`config.mk`:
```
export PLATFORM = sky130hd
export DESIGN_NAME = opsrc_sel
export DESIGN_NICKNAME = d
export VERILOG_FILES = /design/src/rtl/opsrc_pkg.sv /design/src/rtl/opsrc_rename_tbl.sv /design/src/rtl/opsrc_classify.sv /design/src/rtl/opsrc_port_alloc.sv /design/src/rtl/opsrc_sel.sv
export SDC_FILE = /design/constraint.sdc
export NUM_CORES = 1
export LEC_CHECK = 0
export BUFFER_PORTS_ARGS = -buffer_cell sky130_fd_sc_hd__buf_2
export CAP_MARGIN = 20
export CORE_ASPECT_RATIO = 0.6
export CORE_UTILIZATION = 25
export CTS_CLUSTER_SIZE = 24
export DETAILED_ROUTE_END_ITERATION = 7
export HOLD_SLACK_MARGIN = 0.06
export PLACE_DENSITY = 0.41
export SETUP_SLACK_MARGIN = 0.1
export SKIP_LAST_GASP = 1
export SYNTH_ARGS = -nofsm -noshare
export SYNTH_HDL_FRONTEND = slang
export SYNTH_SLANG_ARGS = --single-unit
```
`constraint.sdc`:
```
create_clock -name clk -period 11.29 [get_ports clk]
set_input_delay 2.258 -clock clk [delete_from_list [all_inputs] [get_ports clk]]
set_output_delay 2.258 -clock clk [all_outputs]
set_load 0.03 [all_outputs]
```
`src/rtl/opsrc_pkg.sv`:
```
package opsrc_pkg;

  typedef enum logic [1:0] {
    SEL_BYP  = 2'b00,
    SEL_ROB  = 2'b01,
    SEL_ARF  = 2'b10,
    SEL_NONE = 2'b11
  } src_sel_e;

  // micro-op slot that owns flat source index s
  function automatic int unsigned owner_uop(int unsigned s, int unsigned per_uop);
    return s / per_uop;
  endfunction

  // true when a cumulative read demand fits the available ports
  function automatic logic ports_fit(int unsigned demand, int unsigned avail);
    return demand <= avail;
  endfunction

  // select code from the resolved location of one source
  function automatic src_sel_e pick_sel(logic used, logic in_flight, logic on_wb);
    if (!used)     return SEL_NONE;
    if (!in_flight) return SEL_ARF;
    return on_wb ? SEL_BYP : SEL_ROB;
  endfunction

endpackage

```
`src/rtl/opsrc_rename_tbl.sv`:
```
module opsrc_rename_tbl #(
  parameter int NUM_ARCH = 16,
  parameter int GROUP_W  = 3,
  parameter int AW       = 4,
  parameter int RW       = 5
) (
  input  logic              clk,
  input  logic              rst_n,
  input  logic [GROUP_W-1:0] wr_en,
  input  logic [AW-1:0]     wr_reg [GROUP_W],
  input  logic [RW-1:0]     wr_rob [GROUP_W],
  input  logic              ret_valid,
  input  logic [AW-1:0]     ret_reg,
  input  logic [RW-1:0]     ret_rob,
  output logic              map_in_rob [NUM_ARCH],
  output logic [RW-1:0]     map_rob [NUM_ARCH],
  output logic              ret_clear_evt
);

  logic              in_rob_q [NUM_ARCH];
  logic [RW-1:0]     rob_q    [NUM_ARCH];
  logic              ret_overwrite;

  always_comb begin
    ret_overwrite = 1'b0;
    for (int k = 0; k < GROUP_W; k++)
      if (wr_en[k] && wr_reg[k] == ret_reg) ret_overwrite = 1'b1;
    ret_clear_evt = ret_valid && in_rob_q[ret_reg] && (rob_q[ret_reg] == ret_rob)
                    && !ret_overwrite;
  end

  always_ff @(posedge clk or negedge rst_n) begin
    if (!rst_n) begin
      for (int r = 0; r < NUM_ARCH; r++) begin
        in_rob_q[r] <= 1'b0;
        rob_q[r]    <= '0;
      end
    end else begin
      if (ret_clear_evt) in_rob_q[ret_reg] <= 1'b0;
      for (int k = 0; k < GROUP_W; k++) begin
        if (wr_en[k]) begin
          in_rob_q[wr_reg[k]] <= 1'b1;
          rob_q[wr_reg[k]]    <= wr_rob[k];
        end
      end
    end
  end

  always_comb begin
    for (int r = 0; r < NUM_ARCH; r++) begin
      map_in_rob[r] = in_rob_q[r];
      map_rob[r]    = rob_q[r];
    end
  end

endmodule

```
`src/rtl/opsrc_classify.sv`:
```
module opsrc_classify
  import opsrc_pkg::*;
#(
  parameter int NUM_ARCH     = 16,
  parameter int GROUP_W      = 3,
  parameter int SRCS_PER_UOP = 2,
  parameter int NUM_WB       = 2,
  parameter int AW           = 4,
  parameter int RW           = 5,
  localparam int NSRC        = GROUP_W * SRCS_PER_UOP
) (
  input  logic [GROUP_W-1:0] uop_valid,
  input  logic [NSRC-1:0]    src_used,
  input  logic [AW-1:0]      src_reg [NSRC],
  input  logic [GROUP_W-1:0] dst_we,
  input  logic [AW-1:0]      dst_reg [GROUP_W],
  input  logic [RW-1:0]      dst_rob [GROUP_W],
  input  logic               map_in_rob [NUM_ARCH],
  input  logic [RW-1:0]      map_rob [NUM_ARCH],
  input  logic [NUM_WB-1:0]  wb_valid,
  input  logic [RW-1:0]      wb_tag [NUM_WB],
  output src_sel_e           sel [NSRC],
  output logic [RW-1:0]      tag [NSRC],
  output logic [NSRC-1:0]    need_arf
);

  for (genvar i = 0; i < NSRC; i++) begin : g_src
    localparam int K = owner_uop(i, SRCS_PER_UOP);
    logic          in_flight;
    logic          on_wb;
    logic [RW-1:0] ent;

    always_comb begin
      in_flight = map_in_rob[src_reg[i]];
      ent       = map_rob[src_reg[i]];
      // older producers in the same group override the table, youngest last
      for (int j = 0; j < K; j++) begin
        if (uop_valid[j] && dst_we[j] && dst_reg[j] == src_reg[i]) begin
          in_flight = 1'b1;
          ent       = dst_rob[j];
        end
      end
      on_wb = 1'b0;
      for (int w = 0; w < NUM_WB; w++)
        if (wb_valid[w] && wb_tag[w] == ent) on_wb = 1'b1;
    end

    assign sel[i]      = pick_sel(src_used[i], in_flight, on_wb);
    assign tag[i]      = (src_used[i] && in_flight) ? ent : '0;
    assign need_arf[i] = src_used[i] && !in_flight && uop_valid[K];
  end

endmodule

```
`src/rtl/opsrc_port_alloc.sv`:
```
module opsrc_port_alloc
  import opsrc_pkg::*;
#(
  parameter int GROUP_W      = 3,
  parameter int SRCS_PER_UOP = 2,
  parameter int NUM_RD_PORTS = 2,
  parameter int AW           = 4,
  localparam int NSRC        = GROUP_W * SRCS_PER_UOP,
  localparam int PW          = (NUM_RD_PORTS > 1) ? $clog2(NUM_RD_PORTS) : 1,
  localparam int CW          = $clog2(NSRC + 1)
) (
  input  logic [GROUP_W-1:0]      uop_valid,
  input  logic [NSRC-1:0]         need_arf,
  input  logic [AW-1:0]           src_reg [NSRC],
  output logic [GROUP_W-1:0]      uop_go,
  output logic [PW-1:0]           src_port [NSRC],
  output logic [NUM_RD_PORTS-1:0] rd_en,
  output logic [AW-1:0]           rd_addr [NUM_RD_PORTS],
  output logic                    stall
);

  logic [NSRC-1:0] first_use;
  logic [CW-1:0]   rank [NSRC];
  logic [CW-1:0]   demand_through [GROUP_W];
  logic [CW-1:0]   cnt;
  logic            blocked;

  // distinct register-file reads in source order, with a rank per source
  always_comb begin
    cnt = '0;
    for (int i = 0; i < NSRC; i++) begin
      first_use[i] = need_arf[i];
      rank[i]      = cnt;
      for (int j = 0; j < i; j++) begin
        if (need_arf[i] && need_arf[j] && src_reg[j] == src_reg[i] && first_use[i]) begin
          first_use[i] = 1'b0;
          rank[i]      = rank[j];
        end
      end
      if (first_use[i]) cnt = cnt + CW'(1);
      if ((i % SRCS_PER_UOP) == SRCS_PER_UOP - 1)
        demand_through[i / SRCS_PER_UOP] = cnt;
    end
  end

  // in-order grant: a held micro-op blocks every younger one
  always_comb begin
    blocked = 1'b0;
    for (int k = 0; k < GROUP_W; k++) begin
      uop_go[k] = uop_valid[k] && !blocked && ports_fit(int'(demand_through[k]), NUM_RD_PORTS);
      if (uop_valid[k] && !uop_go[k]) blocked = 1'b1;
    end
    stall = blocked;
  end

  always_comb begin
    rd_en = '0;
    for (int p = 0; p < NUM_RD_PORTS; p++) rd_addr[p] = '0;
    for (int i = 0; i < NSRC; i++) begin
      src_port[i] = '0;
      for (int p = 0; p < NUM_RD_PORTS; p++) begin
        if (need_arf[i] && uop_go[i / SRCS_PER_UOP] && rank[i] == CW'(p)) begin
          src_port[i] = PW'(p);
          if (first_use[i]) begin
            rd_en[p]   = 1'b1;
            rd_addr[p] = src_reg[i];
          end
        end
      end
    end
  end

endmodule

```
`src/rtl/opsrc_sel.sv`:
```
module opsrc_sel
  import opsrc_pkg::*;
#(
  parameter int NUM_ARCH     = 16,
  parameter int ROB_DEPTH    = 32,
  parameter int GROUP_W      = 3,
  parameter int SRCS_PER_UOP = 2,
  parameter int NUM_RD_PORTS = 2,
  parameter int NUM_WB       = 2,
  localparam int AW          = $clog2(NUM_ARCH),
  localparam int RW          = $clog2(ROB_DEPTH),
  localparam int NSRC        = GROUP_W * SRCS_PER_UOP,
  localparam int PW          = (NUM_RD_PORTS > 1) ? $clog2(NUM_RD_PORTS) : 1
) (
  input  logic                       clk,
  input  logic                       rst_n,
  input  logic [GROUP_W-1:0]         uop_valid,
  input  logic [NSRC-1:0]            src_used,
  input  logic [NSRC*AW-1:0]         src_reg,
  input  logic [GROUP_W-1:0]         dst_we,
  input  logic [GROUP_W*AW-1:0]      dst_reg,
  input  logic [GROUP_W*RW-1:0]      dst_rob,
  input  logic [NUM_WB-1:0]          wb_valid,
  input  logic [NUM_WB*RW-1:0]       wb_tag,
  input  logic                       ret_valid,
  input  logic [AW-1:0]              ret_reg,
  input  logic [RW-1:0]              ret_rob,
  output logic [NSRC*2-1:0]          src_sel,
  output logic [NSRC*RW-1:0]         src_tag,
  output logic [NSRC*PW-1:0]         src_port,
  output logic [NUM_RD_PORTS-1:0]    rf_rd_en,
  output logic [NUM_RD_PORTS*AW-1:0] rf_rd_addr,
  output logic [GROUP_W-1:0]         uop_go,
  output logic                       stall
);

  logic [AW-1:0] s_reg   [NSRC];
  logic [AW-1:0] d_reg   [GROUP_W];
  logic [RW-1:0] d_rob   [GROUP_W];
  logic [RW-1:0] w_tag   [NUM_WB];
  logic          m_in    [NUM_ARCH];
  logic [RW-1:0] m_rob   [NUM_ARCH];
  src_sel_e      c_sel   [NSRC];
  logic [RW-1:0] c_tag   [NSRC];
  logic [PW-1:0] c_port  [NSRC];
  logic [AW-1:0] c_addr  [NUM_RD_PORTS];
  logic [NSRC-1:0] need_arf;

  // named internal events for the checker
  logic [NUM_ARCH-1:0] tbl_in_rob;
  logic                ret_clear_evt;

  for (genvar i = 0; i < NSRC; i++) begin : g_s
    assign s_reg[i]               = src_reg[i*AW +: AW];
    assign src_sel[i*2 +: 2]      = c_sel[i];
    assign src_tag[i*RW +: RW]    = c_tag[i];
    assign src_port[i*PW +: PW]   = c_port[i];
  end
  for (genvar k = 0; k < GROUP_W; k++) begin : g_u
    assign d_reg[k] = dst_reg[k*AW +: AW];
    assign d_rob[k] = dst_rob[k*RW +: RW];
  end
  for (genvar w = 0; w < NUM_WB; w++) begin : g_w
    assign w_tag[w] = wb_tag[w*RW +: RW];
  end
  for (genvar p = 0; p < NUM_RD_PORTS; p++) begin : g_p
    assign rf_rd_addr[p*AW +: AW] = c_addr[p];
  end
  for (genvar r = 0; r < NUM_ARCH; r++) begin : g_r
    assign tbl_in_rob[r] = m_in[r];
  end

  opsrc_rename_tbl #(
    .NUM_ARCH(NUM_ARCH), .GROUP_W(GROUP_W), .AW(AW), .RW(RW)
  ) tbl_i (
    .clk(clk), .rst_n(rst_n),
    .wr_en(dst_we & uop_go), .wr_reg(d_reg), .wr_rob(d_rob),
    .ret_valid(ret_valid), .ret_reg(ret_reg), .ret_rob(ret_rob),
    .map_in_rob(m_in), .map_rob(m_rob), .ret_clear_evt(ret_clear_evt)
  );

  opsrc_classify #(
    .NUM_ARCH(NUM_ARCH), .GROUP_W(GROUP_W), .SRCS_PER_UOP(SRCS_PER_UOP),
    .NUM_WB(NUM_WB), .AW(AW), .RW(RW)
  ) cls_i (
    .uop_valid(uop_valid), .src_used(src_used), .src_reg(s_reg),
    .dst_we(dst_we), .dst_reg(d_reg), .dst_rob(d_rob),
    .map_in_rob(m_in), .map_rob(m_rob),
    .wb_valid(wb_valid), .wb_tag(w_tag),
    .sel(c_sel), .tag(c_tag), .need_arf(need_arf)
  );

  opsrc_port_alloc #(
    .GROUP_W(GROUP_W), .SRCS_PER_UOP(SRCS_PER_UOP),
    .NUM_RD_PORTS(NUM_RD_PORTS), .AW(AW)
  ) alloc_i (
    .uop_valid(uop_valid), .need_arf(need_arf), .src_reg(s_reg),
    .uop_go(uop_go), .src_port(c_port),
    .rd_en(rf_rd_en), .rd_addr(c_addr), .stall(stall)
  );

endmodule

```
* After elaboration in Yosys (flattened, before gate mapping) *
Index checks and enable logic that the tools add are counted.

storage, ports and cells
  bits in registers = 96
  input port bits = 87

cells by class
  add/subtract/negate cells = 5
  $lt $le $gt $ge = 17
  equality and inequality tests = 42
  muxes and demuxes = 229
  bitwise logic cells = 16
  reductions and logical operators = 134

operator list
  cell                                                       count
  bitwise mux 80 bit                                         3
  two-way mux 80 bit                                         3
  two-way mux 5 bit                                          29
  binary-select mux 5 bit (select 4 bit)                     7
  logical AND 1 bit                                          117
  two-way mux 1 bit                                          103
  == test 4 bit                                              24
  two-way mux 4 bit                                          22
  == test 5 bit                                              13
  two-way mux 16 bit                                         4
  demux 5 bit (select 4 bit)                                 3
  two-way mux 3 bit                                          20
  greater-or-equal comparator 5 bit (second input constant)  10
  inverter 4 -> 5 bit                                        10
  two-way mux 2 bit                                          24
  OR 16 bit                                                  3
  binary-select mux 1 bit (select 4 bit)                     7
  < comparator 5 x 1 -> 1 bit (second input constant)        4
  bitwise AND 16 bit                                         1
  demux 1 bit (select 4 bit)                                 4
  inverter 16 bit                                            1
  == test 3 x 1 -> 1 bit (second input constant)             5
  logical NOT 3 bit                                          5
  adder 3 x 1 -> 3 bit (second input constant)               4
  4 further kinds                                            17

* Depth between registers and ports, before layout *
Gate-level depths: netlist of run 1.

  depth after elaboration = 40
  depth in mapped cells = 32
  depth with buffers taken out = 25

* Modules after synthesis *
A second synthesis of run 1 with hierarchy kept.

unflattened totals
  cells, all modules = 1,773
  area, all modules = 16,034.1 um^2

by module, submodules not included
  module            times used  cells each  area each (um^2)  sequential area each (um^2)
  opsrc_rename_tbl  1           822         6,956.7           2,402.3
  opsrc_classify    1           600         6,705.2           0.0
  opsrc_port_alloc  1           348         2,353.5           0.0
  opsrc_sel         1           3           18.8              0.0

* Worst setup path after synthesis of run 1 *
No wires, ideal clock.

  path kind = input-to-output
  start point = input port src_reg[1]
  end point = output port src_port[5]
  arrival time = 9.623 ns
  setup slack = -0.591 ns
  stages on the path = 27
  buffers on the path = 4
  cells stage by stage = buf_2 -> buf_2 -> mux2i_1 -> nand3b_1 -> a31o_2 -> nand2_1 -> clkbuf_1 -> nand2_1 -> nand2_1 -> ha_1 -> clkbuf_1 -> nor4_1 -> nor2_1 -> inv_1 -> ha_1 -> or4_1 -> o31ai_1 -> inv_1 -> ha_1 -> mux2i_1 -> ha_1 -> nor4b_2 -> xnor3_1 -> a211o_1 -> nor3_2 -> inv_1 -> a2111oi_0

between the ends
  cells in the longest elaborated chain, start to end = 29

ends and longest elaborated chain
  what                                                                          RTL line                text
  start, declared                                                               opsrc_sel.sv:19         input logic [NSRC*AW-1:0] src_reg,
  parallel branches: the longest is 25 deep, another holds inverter 4 -> 5 bit  n/a
  logical AND 1 bit *                                                           opsrc_port_alloc.sv:50  uop_go[k] = uop_valid[k] && !blocked && ports_fit(int'(demand_through[k]), NUM_RD_PORTS);
  named net uop_go[2]                                                           opsrc_sel.sv:33         output logic [GROUP_W-1:0] uop_go,
  logical AND 1 bit * (2 in series)                                             opsrc_port_alloc.sv:62  if (need_arf[i] && uop_go[i / SRCS_PER_UOP] && rank[i] == CW'(p)) begin
  two-way mux 1 bit *                                                           opsrc_port_alloc.sv:62
  end, declared                                                                 opsrc_sel.sv:30         output logic [NSRC*PW-1:0] src_port,

Mark *: on every way through the listed nets, which the timed path passes. The select of a mux whose other input is x is not followed.

* Worst setup path after layout of run 1 *
  start point = input port src_reg[6]
  end point = output port rf_rd_addr[0]

between the ends
  cells in the longest elaborated chain, start to end = 31

ends and longest elaborated chain
  what                                                                          RTL line                text
  parallel branches: the longest is 30 deep, another holds inverter 4 -> 5 bit  n/a
  two-way mux 4 bit *                                                           opsrc_port_alloc.sv:62
  end, declared                                                                 opsrc_sel.sv:32         output logic [NUM_RD_PORTS*AW-1:0] rf_rd_addr,

Every way passes the cells marked *. The select of a mux whose other input is x is not followed.

==> flow_metrics.env, run 1 <==
export IMPL_status="finished, final reports clean"
export IMPL_die_area_um2=61220
export IMPL_grt_start_max_net_pins=59
export IMPL_rrSetupSlack_ns=3.46
export IMPL_syn_area_per_cell_um2=9.773
export IMPL_start_util=0.2538
export IMPL_gp_congestion=0.9249
export IMPL_drv_cap=0
export IMPL_synth_nets=1633
export IMPL_whs_ns=0.7134
export IMPL_syn_inst=1540
export IMPL_layout_commonest_cell="mux4_2"
export IMPL_die_h_um=192.1
export IMPL_gr_usage_all_layers=0.2344
export IMPL_criticalPathCategory="input pin to primary output"
export IMPL_grt_first_pass_wirelength_um=103600
export IMPL_rsz0062_at_grt="false"
export IMPL_via_per_inst=6.089
export IMPL_powerDensity_nw_per_um2=159.6
export IMPL_first_iter_violations=1747
export IMPL_ys_warnings_count=0
export IMPL_synth_area_um2=15050
export IMPL_endpoint_kind="primary output"
export IMPL_crit_slowest_cell="mux4_2"
export IMPL_cp_required_ns=9.03
export IMPL_cts_tree="done"
export IMPL_clkSlewWorstSetupHoldPaths_ns=0.07
export IMPL_hold_violations=0
export IMPL_area_delta_synth_final_pct=11.76
export IMPL_wirelength_um=72710
export IMPL_synth_edf_count=0
export IMPL_crit_path_start_kind="input pin"
export IMPL_cts_buffers=9
export IMPL_synth_cell_types=79
export IMPL_yosysSeqAreaShare=0.1596
export IMPL_timing_hold_worst_class="flip-flop to flip-flop"
export IMPL_tns_ns=0
export IMPL_vias=14390
export IMPL_fp_row_count=69
export IMPL_dp_hpwl_um=55270
export IMPL_drc_errors=0
export IMPL_async_reset_ff_frac=1.000
export IMPL_cts_sinks=96
export IMPL_max_freq_mhz=92.61
export IMPL_die_w_um=318.8
export IMPL_drive_above_1_share=0.3251
export IMPL_ys_dominant_reg_cell="dfrtp_1"
export IMPL_cts_root_buf="clkbuf_16"
export IMPL_ant_nets=0
export IMPL_layout_common_cells="200 x mux4_2, 144 x buf_2, 123 x nand2_1"
export IMPL_cp_max_fo=8
export IMPL_worst_pin_slew_ns=1.220
export IMPL_core_um2=59310
export IMPL_io_pins=149
export IMPL_peakVddDrop_v=0.00007674
export IMPL_ctsHtreeMaxLevel=3
export IMPL_period_share=0.9564
export IMPL_grt_pass1_vias=13740
export IMPL_wl_per_cell_um=30.76
export IMPL_p_leak_nw=6.563
export IMPL_cp_data_arrival_time_ns=8.54
export IMPL_min_period_ns=10.80
export IMPL_numPortBuffers=147
export IMPL_worst_clock_skew_ns=0.01092
export IMPL_finalSetupViolations=0
export IMPL_dr_pass1_iters=6
export IMPL_ys_seq_elements=96
export IMPL_clock_path_buffers=2
export IMPL_antenna_found_initial=2
export IMPL_slew_viol_final=0
export IMPL_slew_headroom=0.1813
export IMPL_layout_nets=1669
export IMPL_grt_overflow=0
export IMPL_clk_latency_ns=0.37
export IMPL_slowest_delay_ns=0.52
## power by group
part / switching [mW] / internal (mW)
clock network: 0.159 / 0.202
registers: 0.387 / 0.456
logic: 0.714 / 0.766
## metal layers
metal / global-route usage / part of all wire / vias to the layer above
met1: 0.3622 / 0.47 / 7435
met3: 0.06854 / 0.12 / 77
met4: 0.04366 / 0.017 / 2
met2: 0.3129 / 0.39 / 893
li1: - / - / 5987
met5: 0.01190 / 0.0013 / -
## sequential cells by signal, indices dropped and copies added, names as in the netlist
name	count
tbl_i.map_rob	80
tbl_i.map_in_rob	16
## cell type report
type / count / area, um2
tap: 781 / 977.2
fill: 6170 / 42490
inverter: 24 / 90.09
multi-input combinational: 1253 / 11940
clock inverter: 6 / 90.09
timing repair buffer: 192 / 1081
sequential: 96 / 2402
clock buffer: 10 / 239.0
antenna: 2 / 5.005
## metrics by stage
stage	cell area [um2]	worst slack (ns)	utilization	power, mW	std cells
after global placement	16440	0.4083	0.2771	2.271	2343
after detailed placement	16440	0.1754	0.2771	2.279	2343
after floorplan	15060	0.1029	-	1.738	1540
final	16820	0.4917	0.2836	2.685	2364
after global routing	16810	0.1209	0.2835	2.815	2362
after CTS	16770	0.1459	0.2827	2.648	2359
## cells by family (layout without fill, tap and decap cells)
kind of cell | count (synthesis) | in the layout | synth area share
buf+inv | 191 | 232 | 0.05038
mux | 386 | 386 | 0.4290
flops | 96 | 96 | 0.1596
xor+xnor | 164 | 164 | 0.09760
fa+ha+maj | 6 | 6 | 0.004988
simple gates | 462 | 462 | 0.1626
other cells | 1 | 3 | 0.0002492
compound gates | 234 | 234 | 0.09560
## critical path: cells and delay by family
kind	cells	cell delay (ns)
adders and majority gates	4	1.14
xor gates and xnor gates	1	0.38
AOI/OAI and AO/OA	4	0.86
muxes	5	1.68
buffers and inverters	6	0.79
and+or+nand+nor	6	1.42
## synth_stat cells, types with 4 or more instances
master	n	area [um2]
ha_1	6	75.07
nand2b_1	12	75.07
nand2_1	123	461.7
or3_1	23	143.9
o21ai_0	74	370.4
xnor2_1	66	578.1
o31ai_1	7	52.55
o211ai_2	5	62.56
dfrtp_1	96	2402
nor2b_1	6	37.54
mux2i_1	114	1141
nor3_1	20	100.1
nor2_1	82	307.8
o21ai_1	26	130.1
nor3_4	5	81.33
o2111ai_1	4	35.03
a21oi_1	52	260.3
a21o_1	6	45.04
mux4_2	200	4504
buf_1	41	153.9
o211a_1	4	40.04
xor2_1	96	840.8
clkbuf_1	105	394.1
buf_2	18	90.09
or4_1	11	82.58
a31oi_1	8	50.05
mux2_2	72	810.8
o211ai_1	21	157.7
nor4_1	28	175.2
inv_1	22	82.58
nand4_1	26	162.7
and3_1	25	156.4
nor4b_1	4	35.03
nand3_1	60	300.3
and2_1	8	50.05
## worst paths after layout
kind,end,cells past startpoint,from
min,tbl_i.map_in_rob[0],2,tbl_i.map_in_rob[0]
max,rf_rd_addr[0],26,src_reg[6]
min in group asynchronous,tbl_i.map_rob[37],1,rst_n
min reg2reg,tbl_i.map_in_rob[0],2,tbl_i.map_in_rob[0]
max in group asynchronous,tbl_i.map_in_rob[0],2,rst_n
max reg2reg,tbl_i.map_in_rob[14],25,tbl_i.map_in_rob[6]
## repair_timing
action	4_1_cts	5_1_grt
hold buffers	0	0
gates resized for setup	0	8
endpoints found under the setup margin	0	12
setup buffers	0	2
(Power assumes the default switching activity.)
==> run 2, diff against run 1 <==
REMOVE_ABC_BUFFERS = 1   (was not set)
==> run 2 against run 1 <==
Clock skew rose by 0.0034 ns. Global-route usage increased by 0.63 points. First-iteration DRC count is 23% higher. Critical path type unchanged.
==> flow_metrics.env, run 2 (synthesis gave the netlist of run 1 again) <==
export IMPL_crit_buf_inv=6
export IMPL_antenna_found_initial=1
export IMPL_max_freq_mhz=91.80
export IMPL_finalSetupViolations=0
export IMPL_drv_cap=0
export IMPL_dp_hpwl_um=57790
export IMPL_cts_buffers=9
export IMPL_crit_slowest_cell="or4_1"
export IMPL_ctsHtreeMaxLevel=3
export IMPL_layout_commonest_cell="mux4_2"
export IMPL_slowest_delay_ns=0.55
export IMPL_first_iter_violations=2155
export IMPL_cp_max_fo=10
export IMPL_start_util=0.2538
export IMPL_layout_nets=1674
export IMPL_die_area_um2=61220
export IMPL_rsz0062_at_grt="false"
export IMPL_worst_clock_skew_ns=0.01431
export IMPL_numPortBuffers=147
export IMPL_holdBufCountCts=0
export IMPL_status="finished, final reports clean"
export IMPL_cts_tree="done"
export IMPL_min_period_ns=10.89
export IMPL_die_w_um=318.8
export IMPL_drive_above_1_share=0.3241
export IMPL_slew_viol_final=0
export IMPL_grt_pass1_vias=13490
export IMPL_fp_row_count=69
export IMPL_layout_common_cells="200 x mux4_2, 146 x buf_2, 123 x nand2_1"
export IMPL_cp_required_ns=9.03
export IMPL_die_h_um=192.1
export IMPL_tns_ns=0
export IMPL_worst_pin_slew_ns=1.261
export IMPL_cp_data_arrival_time_ns=8.64
export IMPL_grt_first_pass_wirelength_um=105100
export IMPL_io_pins=149
export IMPL_dr_pass1_iters=6
export IMPL_power_total_mw=2.689
export IMPL_slew_headroom=0.1564
export IMPL_ant_nets=0
export IMPL_path_delay_family="multiplexers"
export IMPL_fillers=6199
export IMPL_clock_path_buffers=2
export IMPL_drc_errors=0
export IMPL_timing_hold_worst_class="flip-flop to flip-flop"
export IMPL_endpoint_kind="primary output"
export IMPL_gp_congestion=0.9364
export IMPL_wirelength_um=74720
export IMPL_hold_violations=0
export IMPL_area_delta_synth_final_pct=11.79
export IMPL_peakVddDrop_v=0.00009665
export IMPL_criticalPathCategory="input pin to primary output"
export IMPL_p_leak_nw=6.591
export IMPL_largest_register_ffs=80
export IMPL_clk_latency_ns=0.38
export IMPL_seq_area_um2=2402
export IMPL_clkSlewWorstSetupHoldPaths_ns=0.06
export IMPL_powerDensity_nw_per_um2=159.8
export IMPL_cts_sinks=96
export IMPL_cts_root_buf="clkbuf_16"
export IMPL_multiInputGateArea_um2=11910
export IMPL_crit_start="src_reg[6]"
export IMPL_gr_usage_all_layers=0.2407
export IMPL_grt_start_max_net_pins=53
export IMPL_via_per_inst=6.167
export IMPL_crit_path_start_kind="input pin"
export IMPL_core_um2=59310
export IMPL_r2r_start="tbl_i.map_in_rob[4]"
export IMPL_grt_overflow=0
export IMPL_vias=14600
export IMPL_wl_per_cell_um=31.55
export IMPL_period_share=0.9649
export IMPL_hold_start="tbl_i.map_in_rob[3]"
[run 2: cell types whose count changed in the layout (fill, tap and decap cells not counted), sizes merged]
cell	previous run	this run
inv	25	24
buf	189	197
clkinvlp	1	0
clkinv	2	3
diode	2	1
clkbuf	13	11
[run 2: final timing paths]
path | end | slack [ns] | cells past startpoint
max in group asynchronous | tbl_i.map_in_rob[8] | 8.12 | 2
min | tbl_i.map_in_rob[3] | 0.72 | 2
min in group asynchronous | tbl_i.map_rob[62] | 1.92 | 1
min reg2reg | tbl_i.map_in_rob[3] | 0.72 | 2
max | rf_rd_addr[1] | 0.40 | 26
max reg2reg | tbl_i.map_in_rob[14] | 3.33 | 23
[run 2: worst reg2reg max path, cell delays in order (launching register included)]
cell and delay (ns):
dfrtp_1 0.52, mux2_2 0.32, mux4_2 0.53, o2bb2ai_2 0.20, nand2_1 0.11, ha_2 0.42, inv_1 0.08, a31oi_1 0.25
nor2_1 0.15, inv_1 0.08, ha_1 0.21, or4_1 0.55, o31ai_2 0.18, inv_1 0.16, ha_1 0.32, mux2i_1 0.18
ha_1 0.17, nor4b_2 0.22, xnor3_1 0.38, a211o_1 0.32, or4b_1 0.90, or4_1 1.06, and4b_1 0.40, a21oi_1 0.17
[run 2: layout make-up]
class                   instances  area share
flip-flops and latches         96      0.1428
well taps                     781     0.05808
repair buffers                197     0.06641
inverters                      24    0.005354
clock buffers                  11     0.01443
clock inverters                 5    0.004685
diodes                          1   0.0001487
multi-input cells            1253      0.7081
[run 2: repair_timing]
action / in CTS / in global routing
buffers inserted: 1 / 1
gates resized for setup: 1 / 3
endpoints found under the setup margin: 4 / 11
pin swaps: 1 / 1
[run 2: report_power, final]
group	internal (mW)	switching, mW
Sequential	0.456	0.380
Combinational	0.767	0.730
Clock	0.201	0.155
Total	1.42	1.26
[run 2: layer usage]
layer | track usage | vias to the layer above | share of wire
met5 | 0.003175 | - | 0
met4 | 0.02899 | 0 | 0.012
met3 | 0.09363 | 64 | 0.14
met2 | 0.3127 | 1085 | 0.38
met1 | 0.3705 | 7461 | 0.47
li1 | - | 5994 | -
[run 2: per-stage QoR]
stage	instance area, um2	hold WS, ns	util	instances	setup slack, ns
6_report	16820	0.7183	0.2837	2368	0.3968
5_1_grt	16820	0.7627	0.2836	2367	0.1105
4_1_cts	16780	0.7227	0.2830	2364	0.1197
3_5_place_dp	16450	0.7119	0.2774	2347	0.09636
3_3_place_gp	16450	0.7048	0.2774	2347	0.2525
2_1_floorplan	14380	0.5577	-	1373	-0.2466
